### config.mk
export PLATFORM = sky130hd
export DESIGN_NAME = tap_delay_line
export DESIGN_NICKNAME = d
export VERILOG_FILES = /design/src/rtl/tdl_pkg.sv /design/src/rtl/tdl_stack.sv /design/src/rtl/tdl_tap_mux.sv /design/src/rtl/tap_delay_line.sv
export SDC_FILE = /design/constraint.sdc
export NUM_CORES = 1
export LEC_CHECK = 0
export BUFFER_PORTS_ARGS = -buffer_cell sky130_fd_sc_hd__buf_2
export CAP_MARGIN = 20
export CORE_ASPECT_RATIO = 0.75
export CORE_MARGIN = 4
export CORE_UTILIZATION = 40
export DETAILED_ROUTE_END_ITERATION = 16
export PLACE_DENSITY = 0.66
export SLEW_MARGIN = 20
export SYNTH_ARGS = -nofsm -noshare
export SYNTH_HDL_FRONTEND = slang
export SYNTH_SLANG_ARGS = --single-unit
### constraint.sdc
create_clock -name clk_i -period 5.5 [get_ports clk_i]
set_input_delay 1.1 -clock clk_i [delete_from_list [all_inputs] [get_ports clk_i]]
set_output_delay 1.1 -clock clk_i [all_outputs]
set_load 0.02 [all_outputs]
### src/rtl/tdl_pkg.sv
package tdl_pkg;
  localparam int unsigned TDL_DATA_W = 12;
  localparam int unsigned TDL_DEPTH  = 16;

  // select value s gives s+1 clocks of delay
  function automatic int unsigned tdl_delay(input int unsigned sel);
    return sel + 1;
  endfunction
endpackage

### src/rtl/tdl_stack.sv
module tdl_stack #(
  parameter int unsigned DATA_W     = tdl_pkg::TDL_DATA_W,
  parameter int unsigned DEPTH      = tdl_pkg::TDL_DEPTH,
  parameter bit          RST_STAGES = 1'b0
) (
  input  logic                          clk_i,
  input  logic                          rst_ni,
  input  logic                          adv_ni,
  input  logic [DATA_W-1:0]             data_i,
  output logic [DEPTH-1:0][DATA_W-1:0]  stk_o
);
  logic [DEPTH-1:0][DATA_W-1:0] nxt;

  always_comb begin
    nxt[0] = data_i;
    for (int i = 1; i < DEPTH; i++) nxt[i] = stk_o[i-1];
  end

  generate
    if (RST_STAGES) begin : g_rst
      always_ff @(posedge clk_i or negedge rst_ni) begin
        if (!rst_ni)      stk_o <= '0;
        else if (!adv_ni) stk_o <= nxt;
      end
    end else begin : g_norst
      logic unused_rst;
      assign unused_rst = rst_ni;
      // contents undefined until loaded
      always_ff @(posedge clk_i) begin
        if (!adv_ni) stk_o <= nxt;
      end
    end
  endgenerate
endmodule

### src/rtl/tdl_tap_mux.sv
module tdl_tap_mux #(
  parameter int unsigned DATA_W = tdl_pkg::TDL_DATA_W,
  parameter int unsigned DEPTH  = tdl_pkg::TDL_DEPTH,
  localparam int unsigned SEL_W = $clog2(DEPTH)
) (
  input  logic [DEPTH-1:0][DATA_W-1:0] stk_i,
  input  logic [SEL_W-1:0]             sel_i,
  output logic [DATA_W-1:0]            data_o
);
  assign data_o = stk_i[sel_i];
endmodule

### src/rtl/tap_delay_line.sv
module tap_delay_line #(
  parameter int unsigned DATA_W     = tdl_pkg::TDL_DATA_W,
  parameter int unsigned DEPTH      = tdl_pkg::TDL_DEPTH,
  parameter bit          RST_STAGES = 1'b0,
  localparam int unsigned SEL_W     = $clog2(DEPTH)
) (
  input  logic              clk_i,
  input  logic              rst_ni,
  input  logic              adv_ni,
  input  logic [DATA_W-1:0] data_i,
  input  logic [SEL_W-1:0]  sel_i,
  output logic [DATA_W-1:0] data_o
);
  logic [DEPTH-1:0][DATA_W-1:0] stk_q;
  logic [SEL_W-1:0]             sel_q;

  // select is sampled every edge, independent of advance
  always_ff @(posedge clk_i or negedge rst_ni) begin
    if (!rst_ni) sel_q <= '0;
    else         sel_q <= sel_i;
  end

  tdl_stack #(.DATA_W(DATA_W), .DEPTH(DEPTH), .RST_STAGES(RST_STAGES)) u_stack (
    .clk_i (clk_i),
    .rst_ni(rst_ni),
    .adv_ni(adv_ni),
    .data_i(data_i),
    .stk_o (stk_q)
  );

  tdl_tap_mux #(.DATA_W(DATA_W), .DEPTH(DEPTH)) u_mux (
    .stk_i (stk_q),
    .sel_i (sel_q),
    .data_o(data_o)
  );
endmodule

==> impl_metrics.tcl <==
set metrics [dict create \
    crit_arrival_ns 2.55 \
    ir_worst_vdd_v 0.000189 \
    rows 42 \
    synthCells 299 \
    wl_per_cell_microns 19.6 \
    power_density_mw_per_mm2 374 \
    finalCriticalPeriod_ns 3.65 \
    outcome "complete, no violations" \
    critPathCaptureType "output port" \
    die_x_microns 165 \
    synth_top_area_share 0.784 \
    path_buf_inv 2 \
    path_clk_slew_ns 0.07 \
    worstMarginPinSlew_ns 0.799 \
    hold_buffers 0 \
    relSlewSlack 0.465 \
    fillerInstances 1484 \
    hold_path_class "reg -> reg" \
    start_util 0.412 \
    layout_commonest_cell "edfxtp_1" \
    cts_resized 0 \
    gp_congestion 0.688 \
    cp_max_fo 25 \
    place_hpwl_microns 6330 \
    avgSynthCellArea_sq_um 24.6 \
    final_cell_mix "edfxtp_1, mux4_2, buf_2" \
    num_antenna_cells 0 \
    grt_pass1_vias 3253 \
    holdWs_ns 0.436 \
    fmax_mhz 274 \
    setup_viol 0 \
    critPathTopFamily "buffers and inverters" \
    antenna_left 0 \
    rsz0062_at_grt "false" \
    cts_made_buffers 17 \
    timing.final.crit_share 0.664 \
    clk_path_buf_depth 2 \
    areaGrowthSynthToFinish_pct 13.0 \
    cp_cell_sequence "buf_4 -> mux4_1 -> a22oi_1 -> nand2_1 -> buf_2" \
    maxCapViolations 0 \
    avgViaCountPerCell 5.32 \
    cts-root-buf "clkbuf_16" \
    tns_ns 0 \
    setup_ws_ns 1.85 \
    yosysSeqAreaShare 0.798 \
    first_iter_violations 354 \
    pin_count 31 \
    cts_setup_buffers 0 \
    core_sq_mm 0.0179 \
    drc 0 \
    cts_tree "done" \
    drive_gt1_frac 0.281 \
    synth_fp_nets 318 \
    critPathKind "reg -> out" \
    crit_path_top_delay_cell "mux4_1" \
    finalClockSkew_ns 0.00784 \
    report.final.slew_viol_count 0 \
    die_area_sq_mm 0.0206 \
    cpPeakStageDelay_ns 0.63 \
    critPathLaunchType "flop" \
    clock-sinks 196 \
    grt_overflow 0 \
    cp.required_ns 4.40 \
    antenna_found_initial 0 \
    htree_num_levels 4 \
    wl_microns 11700 \
    synth_area_leaders "edfxtp_1, mux4_2, mux4_1, a22oi_1, dfrtp_1" \
    final_hold_viol_count 0 \
    p_leak_nw 2.82 \
    grt.total_usage 0.118 \
    grt_pass1_wl_microns 18400 \
    synth_top_area_cell "edfxtp_1" \
    insertion_delay_ns 0.42 \
    vias 3161 \
    synth_cell_type_count 14 \
    drtPass1Iterations 5 \
    die_height_microns 125 \
    netlist_area_sq_mm 0.00735 \
    grt_max_degree 103 \
    ys_ff_latch 196 \
    nNetsFinal 358 \
    pre_cts_ws_ns 2.24 \
    portBuffers 30 \
    yosys_warnings 0 \
]
## per-layer routing
layer	up-vias	wire [microns]	track usage
met4	0	140	0.0367
met3	13	543	0.0424
met5	-	0	0
met1	1696	5630	0.175
li1	1381	-	-
met2	71	5350	0.163
## synthesized netlist by cell type, drive strengths merged
master,instances
and2,1
mux4,48
nand2,12
nor2,1
buf,8
a22oi,24
dfrtp,4
inv,1
nor2b,2
edfxtp,192
clkbuf,6
## flip-flops by register name (all words and copies together), names as in the netlist
name / flops
sel_q: 4
u_stack.stk_o: 192
## final timing paths
path,start,endpoint,slack (ns),cells past startpoint
min,u_stack.stk_o[14],u_stack.stk_o[26],0.44,0
min in group asynchronous,rst_ni,sel_q[1],0.46,1
max,sel_q[0],data_o[7],1.85,5
max in group asynchronous,rst_ni,sel_q[1],4.91,1
max reg2reg,u_stack.stk_o[16],u_stack.stk_o[28],4.81,0
min reg2reg,u_stack.stk_o[14],u_stack.stk_o[26],0.44,0
## metrics by stage
stage / area (sq um) / std cells / util / total power, mW
2_1_floorplan: 7350 / 299 / - / 1.94
3_3_place_gp: 7770 / 562 / 0.435 / 1.99
3_5_place_dp: 7770 / 562 / 0.435 / 2.00
4_1_cts: 8310 / 594 / 0.465 / 3.14
5_1_grt: 8310 / 594 / 0.465 / 3.24
6_report: 8310 / 594 / 0.465 / 3.11
## power breakdown
group | total [mW] | switching (mW) | internal, mW
logic | 0.170 | 0.0887 | 0.0818
registers | 1.79 | 0.0493 | 1.74
clock network | 1.15 | 0.532 | 0.619
total | 3.11 | 0.670 | 2.44
## layout make-up
| class | instances | area (sq um) | share of cell area |
|---|---|---|---|
| sequential | 196 | 5870 | 0.706 |
| multi-input combinational | 88 | 1390 | 0.167 |
| clock buffer | 17 | 425 | 0.0512 |
| tap | 242 | 303 | 0.0364 |
| timing repair buffer | 35 | 200 | 0.0241 |
| clock inverter | 15 | 115 | 0.0139 |
| inverter | 1 | 8.76 | 0.00105 |
## kinds of logic after synthesis
logic type      share of synthesized area
flops                               0.798
mux                                 0.155
compound gates                     0.0245
buf+inv                            0.0140
simple gates                      0.00919
No activity file was read; power rests on OpenSTA's default activity.
